### src/rtl/gpio_pkg.sv
package gpio_pkg;

  localparam int ADDR_W = 5;
  localparam int SEL_W  = ADDR_W - 2;

  typedef enum logic [1:0] {
    TRIG_LOW  = 2'b00,
    TRIG_HIGH = 2'b01,
    TRIG_RISE = 2'b10,
    TRIG_FALL = 2'b11
  } trigCode_e;

  typedef enum logic [SEL_W-1:0] {
    SEL_DATA  = 3'd0,
    SEL_DIR   = 3'd1,
    SEL_PAD   = 3'd2,
    SEL_CFGLO = 3'd3,
    SEL_CFGHI = 3'd4,
    SEL_MASK  = 3'd5,
    SEL_STAT  = 3'd6,
    SEL_EDGE  = 3'd7
  } regSel_e;

  typedef struct packed {
    logic wrData;
    logic wrDir;
    logic wrCfgLo;
    logic wrCfgHi;
    logic wrMask;
    logic wrClear;
    logic wrEdge;
  } regStrobe_t;

endpackage

### src/rtl/gpio_edge_ctrl.sv
module gpio_edge_ctrl
  import gpio_pkg::*;
#(
  parameter bit HAS_EDGE_SEL = 1'b1
) (
  input  logic              wrEn,
  input  logic [ADDR_W-1:0] addr,
  output regStrobe_t        strobe,
  output regSel_e           rdSel,
  output logic              rdHit
);

  logic aligned;

  assign aligned = (addr[1:0] == 2'b00);
  assign rdSel   = regSel_e'(addr[ADDR_W-1:2]);
  assign rdHit   = aligned;

  always_comb begin
    strobe = '0;
    if (wrEn && aligned) begin
      unique case (rdSel)
        SEL_DATA:  strobe.wrData  = 1'b1;
        SEL_DIR:   strobe.wrDir   = 1'b1;
        SEL_PAD:   ;
        SEL_CFGLO: strobe.wrCfgLo = 1'b1;
        SEL_CFGHI: strobe.wrCfgHi = 1'b1;
        SEL_MASK:  strobe.wrMask  = 1'b1;
        SEL_STAT:  strobe.wrClear = 1'b1;
        SEL_EDGE:  strobe.wrEdge  = HAS_EDGE_SEL;
        default:   ;
      endcase
    end
  end

endmodule

### src/rtl/gpio_edge_trig.sv
module gpio_edge_trig
  import gpio_pkg::*;
(
  input  logic [1:0] code,
  input  logic       anyEdge,
  input  logic       cur,
  input  logic       prev,
  output logic       hit
);

  always_comb begin
    if (anyEdge) begin
      hit = cur ^ prev;
    end else begin
      unique case (trigCode_e'(code))
        TRIG_LOW:  hit = ~cur;
        TRIG_HIGH: hit = cur;
        TRIG_RISE: hit = cur & ~prev;
        TRIG_FALL: hit = ~cur & prev;
        default:   hit = 1'b0;
      endcase
    end
  end

endmodule

### src/rtl/gpio_edge_dp.sv
module gpio_edge_dp
  import gpio_pkg::*;
#(
  parameter int DATA_W       = 32,
  parameter bit HAS_EDGE_SEL = 1'b1
) (
  input  logic              clk,
  input  logic              rstN,
  input  regStrobe_t        strobe,
  input  logic [DATA_W-1:0] wrData,
  input  regSel_e           rdSel,
  input  logic              rdHit,
  input  logic [DATA_W-1:0] padIn,
  output logic [DATA_W-1:0] rdData,
  output logic [DATA_W-1:0] padOut,
  output logic [DATA_W-1:0] padOe,
  output logic              irqOut
);

  localparam int HALF   = DATA_W / 2;
  localparam int CODE_W = 2;

  logic [DATA_W-1:0] dataQ, dirQ, cfgLoQ, cfgHiQ, maskQ, statusQ, edgeQ;
  logic [DATA_W-1:0] syncA, syncB, prevQ;
  logic [DATA_W-1:0] hits, clearMask, statusNext;

  // software-visible configuration
  always_ff @(posedge clk or negedge rstN) begin
    if (!rstN) begin
      dataQ  <= '0;
      dirQ   <= '0;
      cfgLoQ <= '0;
      cfgHiQ <= '0;
      maskQ  <= '0;
    end else begin
      if (strobe.wrData)  dataQ  <= wrData;
      if (strobe.wrDir)   dirQ   <= wrData;
      if (strobe.wrCfgLo) cfgLoQ <= wrData;
      if (strobe.wrCfgHi) cfgHiQ <= wrData;
      if (strobe.wrMask)  maskQ  <= wrData;
    end
  end

  if (HAS_EDGE_SEL) begin : g_edgeReg
    always_ff @(posedge clk or negedge rstN) begin
      if (!rstN)              edgeQ <= '0;
      else if (strobe.wrEdge) edgeQ <= wrData;
    end
  end else begin : g_noEdgeReg
    assign edgeQ = '0;
  end

  // two-flop synchroniser plus one stage of history for edge detection
  always_ff @(posedge clk or negedge rstN) begin
    if (!rstN) begin
      syncA <= '0;
      syncB <= '0;
      prevQ <= '0;
    end else begin
      syncA <= padIn;
      syncB <= syncA;
      prevQ <= syncB;
    end
  end

  for (genvar p = 0; p < DATA_W; p++) begin : g_pin
    logic [CODE_W-1:0] code;
    if (p < HALF) begin : g_lo
      assign code = cfgLoQ[CODE_W*p +: CODE_W];
    end else begin : g_hi
      assign code = cfgHiQ[CODE_W*(p-HALF) +: CODE_W];
    end
    gpio_edge_trig u_trig (
      .code   (code),
      .anyEdge(edgeQ[p]),
      .cur    (syncB[p]),
      .prev   (prevQ[p]),
      .hit    (hits[p])
    );
  end

  // a set event in the same cycle as a clear wins
  assign clearMask  = strobe.wrClear ? wrData : '0;
  assign statusNext = (statusQ & ~clearMask) | hits;

  always_ff @(posedge clk or negedge rstN) begin
    if (!rstN) statusQ <= '0;
    else       statusQ <= statusNext;
  end

  always_comb begin
    rdData = '0;
    if (rdHit) begin
      unique case (rdSel)
        SEL_DATA:  rdData = dataQ;
        SEL_DIR:   rdData = dirQ;
        SEL_PAD:   rdData = syncB;
        SEL_CFGLO: rdData = cfgLoQ;
        SEL_CFGHI: rdData = cfgHiQ;
        SEL_MASK:  rdData = maskQ;
        SEL_STAT:  rdData = statusQ;
        SEL_EDGE:  rdData = edgeQ;
        default:   rdData = '0;
      endcase
    end
  end

  assign padOut = dataQ;
  assign padOe  = dirQ;
  assign irqOut = |(statusQ & maskQ);

endmodule

### src/rtl/gpio_edge_port.sv
module gpio_edge_port
  import gpio_pkg::*;
#(
  parameter int DATA_W       = 32,
  parameter bit HAS_EDGE_SEL = 1'b1
) (
  input  logic              clk,
  input  logic              rstN,
  input  logic              wrEn,
  input  logic [ADDR_W-1:0] addr,
  input  logic [DATA_W-1:0] wrData,
  output logic [DATA_W-1:0] rdData,
  input  logic [DATA_W-1:0] padIn,
  output logic [DATA_W-1:0] padOut,
  output logic [DATA_W-1:0] padOe,
  output logic              irqOut
);

  regStrobe_t strobe;
  regSel_e    rdSel;
  logic       rdHit;

  gpio_edge_ctrl #(.HAS_EDGE_SEL(HAS_EDGE_SEL)) u_ctrl (
    .wrEn  (wrEn),
    .addr  (addr),
    .strobe(strobe),
    .rdSel (rdSel),
    .rdHit (rdHit)
  );

  gpio_edge_dp #(.DATA_W(DATA_W), .HAS_EDGE_SEL(HAS_EDGE_SEL)) u_dp (
    .clk   (clk),
    .rstN  (rstN),
    .strobe(strobe),
    .wrData(wrData),
    .rdSel (rdSel),
    .rdHit (rdHit),
    .padIn (padIn),
    .rdData(rdData),
    .padOut(padOut),
    .padOe (padOe),
    .irqOut(irqOut)
  );

endmodule

### config.mk
export PLATFORM = sky130hd
export DESIGN_NAME = gpio_edge_port
export DESIGN_NICKNAME = d
export VERILOG_FILES = /design/src/rtl/gpio_pkg.sv /design/src/rtl/gpio_edge_ctrl.sv /design/src/rtl/gpio_edge_trig.sv /design/src/rtl/gpio_edge_dp.sv /design/src/rtl/gpio_edge_port.sv
export SDC_FILE = /design/constraint.sdc
export NUM_CORES = 1
export LEC_CHECK = 0
export ABC_CLOCK_PERIOD_IN_PS = 3900
export BUFFER_PORTS_ARGS = -buffer_cell sky130_fd_sc_hd__clkbuf_2
export CORE_ASPECT_RATIO = 0.8
export CORE_UTILIZATION = 45
export DETAILED_ROUTE_END_ITERATION = 7
export SYNTH_ARGS = -nofsm -noshare
export SYNTH_HDL_FRONTEND = slang
export SYNTH_SLANG_ARGS = --single-unit
### constraint.sdc
create_clock -name clk -period 3.9 [get_ports clk]
set_input_delay 0.39 -clock clk [delete_from_list [all_inputs] [get_ports clk]]
set_output_delay 0.39 -clock clk [all_outputs]
set_load 0.01 [all_outputs]
# ---- Word-level counts from Yosys, hierarchy flattened
# Cells that the tools add are included.
dict set report word_totals {
  regBits 320
  latchBits 0
  ramBits 0
  romBits 0
  wordCells 388
  n_memories 0
}
dict set report op_classes {
  n_addsub 0
  n_mul 0
  n_div 0
  magnitude_cmp 0
  n_eq_ne 103
  shifts 0
  muxes 75
  bitwise 164
  reduce_logical 36
}
# operator n
set ops {}
lappend ops {{$pmux W32 S8} 1}
lappend ops {{$eq A2 B2 Y1 const B} 64}
lappend ops {{$pmux W1 S4} 32}
lappend ops {{$logic_not A2 Y1} 33}
lappend ops {{$and A1 B1 Y1} 64}
lappend ops {{$and A32 B32 Y32} 2}
lappend ops {{$eq A2 B1 Y1 const B} 32}
lappend ops {{$mux W32} 2}
lappend ops {{$not A1 Y1} 64}
lappend ops {{$mux W1} 39}
lappend ops {{$not A32 Y32} 1}
lappend ops {{$or A32 B32 Y32} 1}
lappend ops {{$reduce_or A32 Y1} 1}
lappend ops {{$xor A1 B1 Y1} 32}
lappend ops {{$eq A3 B3 Y1 const B} 4}
lappend ops {{$mux W7} 1}
lappend ops {{$eq A3 B2 Y1 const B} 2}
lappend ops {{$eq A3 B1 Y1 const B} 1}
lappend ops {{$logic_not A3 Y1} 1}
lappend ops {{$logic_and A1 B1 Y1} 1}

# ---- Logic depth before layout (Yosys ltp)
dict set report logic_depth {
  ltp_word 7
  ltp_mapped 7
  mapped_depth_nobuf 6
}

# ---- Modules after synthesis
# Synthesis repeated with hierarchy kept, for this count alone.
dict set report hier_totals {
  hier_cells 1305
  hier_area_um2 15688.8
}
# module n_inst cells_each area_each_um2
set modules_own_cells {}
lappend modules_own_cells {gpio_edge_dp 1 970 13107.6}
lappend modules_own_cells {gpio_edge_trig 32 10 77.6}
lappend modules_own_cells {gpio_edge_ctrl 1 15 98.8}

# ---- Least setup slack after synthesis
# OpenSTA, ideal clock, no wires.
dict set report synth_timing {
  path_type {in2out}
  from {in addr[2]}
  to {out rdData[18]}
  arrival_time_ns 1.597
  required_time_ns 3.510
  path_slack_ns 1.913
  path_stages 7
  path_cell_list {buf_4 buf_2 buf_2 mux2i_1 nor2_1 a221oi_1 a21oi_1}
}
dict set report synth_between {
  elab_chain_cells 3
}
# item line
set synth_rtl {}
lappend synth_rtl {{from (decl)} gpio_edge_port.sv:10} ;# input logic [ADDR_W-1:0] addr,
lappend synth_rtl {{$eq A3 B3 Y1 (tied with other cells)} gpio_edge_dp.sv:94} ;# unique case (rdSel)
lappend synth_rtl {{$pmux W32 S8 *} gpio_edge_dp.sv:94}
lappend synth_rtl {{$mux W32 *} gpio_edge_dp.sv:93} ;# if (rdHit) begin
lappend synth_rtl {{to (decl)} gpio_edge_port.sv:12} ;# output logic [DATA_W-1:0] rdData,
# Mark *: on every way between the ends. The rest lies on a longest branch, timed or not.

# ---- Final worst setup path
dict set report layout_timing {
  from {in addr[2]}
  to {out rdData[7]}
}
# Same word-level chain as after synthesis.

==> impl_table.tex <==
\begin{tabular}{lr}
\hline
Metric & Value \\
\hline
\multicolumn{2}{l}{\textbf{Run status}} \\
\quad Run status & finished clean \\
\multicolumn{2}{l}{\textbf{Clocking}} \\
\quad CTS clk-pin slew, worst paths & 50 ps \\
\quad Buffer depth of the longest clock path & 3 \\
\quad Insertion delay of the later-clocked pin in the worst-skew pair & 530 ps \\
\quad Cell at the root of the clock tree & clkbuf\_16 \\
\quad Clock tree from TritonCTS & yes \\
\quad H-tree levels & 2 \\
\quad Number of clock sinks & 320 \\
\quad Gates resized, CTS repair & 0 \\
\quad Number of buffers added by the clock tree synthesis step & 34 \\
\multicolumn{2}{l}{\textbf{Logic synthesis}} \\
\quad Most used DFF post-synth & dfrtp\_1 \\
\quad Fraction of the mapped netlist area in compound gates & 13.3\% \\
\quad Synth Warn \# & 0 \\
\quad Post-Syn Instances & 1373 \\
\quad Sequential fraction of the synthesis area & 52.8\% \\
\quad Netlist area before placement & 15200 um\^{}2 \\
\quad Share of flip-flops with an asynchronous set or reset & 100\% \\
\quad Most instantiated library cell after synthesis & dfrtp\_1 \\
\quad Syn\_area\_per\_cell & 11.0 um\^{}2 \\
\quad Distinct cell type count of the synthesized netlist & 39 \\
\quad Fraction of synthesized area in multiplexers & 14.7\% \\
\quad Post-synthesis register bit count & 320 \\
\quad Combinational family with the most area after synthesis & multiplexers \\
\quad Fraction of post-synthesis cell area in the top cell type by area & 52.8\% \\
\quad Xor/xnor share of the synthesized area & 1.85\% \\
\quad Leading cell types by count after synthesis & dfrtp\_1 (320), o21ai\_0 (192), nand2\_1 (164), inv\_1 (96), mux2i\_1 (96) \\
\quad Number of flops mapped to enable cells by yosys & 0 \\
\quad Post-synthesis share of cell area spent on full adders, half adders and majority gates & 5.28\% \\
\quad Synthesized Nets & 1509 \\
\quad Library cell with the largest summed area after synthesis & dfrtp\_1 \\
\quad Post-synthesis share of cell area spent on and, or, nand and nor gates & 7.30\% \\
\quad Synth area leaders & dfrtp\_1 (53\%), mux2i\_1 (6.3\%), o21ai\_0 (6.3\%), ha\_1 (5.3\%), mux2\_2 (5.1\%) \\
\multicolumn{2}{l}{\textbf{Placement}} \\
\quad Post-DP Area & 16500 um\^{}2 \\
\quad Post-DP HPWL & 30600 um \\
\quad Final weighted congestion in routability-driven placement & 0.859 \\
\quad Setup slack at placement & 970 ps \\
\quad Number of I/O port buffers & 168 \\
\multicolumn{2}{l}{\textbf{Drt}} \\
\quad Count of unresolved DRC violations after routing & 0 \\
\quad WL/cell & 21.9 um \\
\quad Detailed-route wire length & 44300 um \\
\quad Via total after detailed routing & 11240 \\
\quad Pre-antenna DRT Iters & 6 \\
\quad Iteration-0 DRC Markers & 926 \\
\quad Vias per inst & 5.56 \\
\quad Routed Antenna Nets & 0 \\
\multicolumn{2}{l}{\textbf{STA}} \\
\quad Final setup violation count & 0 \\
\quad Pins over their slew limit & 0 \\
\quad Post-Route Setup TNS & 0 ps \\
\quad Slew HR & 49.1\% \\
\quad Unrepaired setup endpoints after global routing & no \\
\quad Final worst path period share & 74.8\% \\
\quad Worst-case clock skew & 21.9 ps \\
\quad Fmax & 343 MHz \\
\quad Endpoints failing hold & 0 \\
\quad Least setup slack across all paths after layout & 982 ps \\
\quad Slew at the pin with the worst max-slew slack & 764 ps \\
\quad Min Tclk post-route & 2920 ps \\
\multicolumn{2}{l}{\textbf{Worst setup path}} \\
\quad CP Data Arrival Time & 2530 ps \\
\quad CP Cell Sequence & clkbuf\_2 > buf\_12 > nor2b\_1 > and2\_1 > buf\_4 > a21oi\_1 > a31oi\_1 > clkbuf\_2 \\
\quad Worst stage delay on the critical path & 470 ps \\
\quad Cell occurring most often along the worst timing path & clkbuf\_2 \\
\quad Maximum fanout encountered on the critical timing path & 40 \\
\quad Kind of end point of the critical path & output port \\
\quad Kind of launch point of the worst setup path & primary input \\
\quad CP Class & primary input to output port \\
\quad Worst EP required & 3510 ps \\
\quad Slowest cell on crit path & clkbuf\_2 \\
\multicolumn{2}{l}{\textbf{GRT}} \\
\quad Global route overflow & 0 \\
\quad Largest net degree at the start of global routing & 98 \\
\quad Initial antenna violation count & 0 \\
\quad Wire length of the first global-routing pass & 69000 um \\
\quad Combined global-route utilization of all metal layers & 26.3\% \\
\quad Number of global-route vias before repair & 11142 \\
\multicolumn{2}{l}{\textbf{Finish}} \\
\quad Finished Core Util & 54.7\% \\
\quad Fill cells & 2851 \\
\quad Post-route cell area & 18000 um\^{}2 \\
\quad Ratio of cells with drive above 1 in the final layout & 22.8\% \\
\quad Antenna Diode Count & 0 \\
\quad Area growth from synthesis to final layout & 18.6\% \\
\quad Fin nets & 1705 \\
\multicolumn{2}{l}{\textbf{Power}} \\
\quad Pwr Density & 502 nW/um\^{}2 \\
\quad Worst vdd ir & 257 uV \\
\quad Leakage power total & 8.62 nW \\
\multicolumn{2}{l}{\textbf{Floorplanning}} \\
\quad Die width & 207 um \\
\quad Full die area & 34400 um\^{}2 \\
\quad Die span in y & 166 um \\
\quad Ports placed on the boundary & 169 \\
\quad Number of placement rows & 59 \\
\quad Core box area & 32900 um\^{}2 \\
\quad Initial cell density of the core & 46.2\% \\
\multicolumn{2}{l}{\textbf{Worst hold path}} \\
\quad Classification of the worst-slack hold path & primary input to flop \\
\multicolumn{2}{l}{\textbf{Run}} \\
\quad Max-cap violation count & 0 \\
\hline
\end{tabular}
-- power by group --
part	total (W)	switching (W)	internal [W]	leakage (nW)
registers	0.00430	0.000550	0.00375	3.87
logic	0.00142	0.000712	0.000711	4.18
clock network	0.00330	0.00134	0.00196	0.562
-- area by class of cell --
cell class              instances  area [um^2]  share of cell area [%]
flip-flops and latches        320         8010                    44.5
multi-input cells             884         6450                    35.9
repair buffers                232         1490                    8.27
clock buffers                  54         1080                    5.99
well taps                     427          534                    2.97
inverters                      97          364                    2.02
clock inverters                 6         61.3                   0.341
-- what timing repair did --
action                    4_1_cts  5_1_grt
setup buffers                   0        0
hold buffers                   32        0
hold endpoints to repair      123        0
-- metal layers --
metal | track usage [%] | up-vias | part of all wire (%)
met4 | 8.47 | 0 | 2.8
met1 | 38.8 | 5605 | 47
met5 | 0 | - | 0
met3 | 4.78 | 71 | 6.7
li1 | - | 5167 | -
met2 | 39.1 | 397 | 44
-- stage by stage --
stage	power (W)	hold WS [ps]	cells
CTS	0.00909	3.99	2020
floorplan	0.00505	94.4	1373
global placement	0.00571	333	1928
global route	0.00945	7.66	2020
detailed placement	0.00575	335	1928
finish	0.00902	18.0	2020
-- final timing paths --
check	from	end	slack, ps	depth (start not counted)
worst max-delay path	addr[2]	rdData[7]	980	8
min in group asynchronous	rstN	u_dp.syncB[29]$_DFF_PN0_	490	2
worst max register to register	u_dp.syncB[23]$_DFF_PN0_	u_dp.statusQ[23]$_DFF_PN0_	2460	6
worst min-delay path	padIn[31]	u_dp.syncA[31]$_DFF_PN0_	20	1
max in group asynchronous	rstN	u_dp.cfgLoQ[17]$_DFFE_PN0P_	2420	3
worst min register to register	u_dp.syncA[14]$_DFF_PN0_	u_dp.syncB[14]$_DFF_PN0_	350	0
-- critical path, delay by kind of cell --
kind,cells,cell delay (ps)
and+or+nand+nor,2,370
AOI/OAI and AO/OA,2,460
buffers and inverters,4,1260
-- cell families (layout without fill, tap and decap cells) --
family                     after synthesis  in the layout
AOI/OAI and AO/OA                      334            334
xor gates and xnor gates                32             32
adders and majority gates               64             64
buffers and inverters                  169            389
DFF                                    320            320
muxes                                  198            198
and+or+nand+nor                        256            256
-- cells in the final DEF, fill, tap and decap left out, types with 2 or more instances in the layout --
cell type,netlist,routed
dfrtp_1,320,320
o21ai_0,192,192
clkbuf_2,0,167
nand2_1,164,164
inv_1,96,96
mux2i_1,96,96
mux2_2,69,69
ha_1,64,64
a22oi_1,42,42
nor2_1,40,39
clkbuf_16,0,35
a21oi_1,32,32
xor2_1,32,32
dlygate4sd3_1,0,32
mux2_4,30,30
nor2b_1,28,28
o2bb2ai_1,26,26
buf_4,1,26
a221oi_1,24,24
clkbuf_8,0,13
a211oi_1,10,10
nand4_1,7,7
clkbuf_1,45,6
buf_12,3,6
a22o_1,5,5
nand3_1,6,5
a31oi_1,3,3
clkinv_2,0,3
nor3_4,1,2
and2_1,2,2
or2_2,1,2
nand3_2,1,2
mux2_1,2,2
Power figures use the tool's default switching activity.
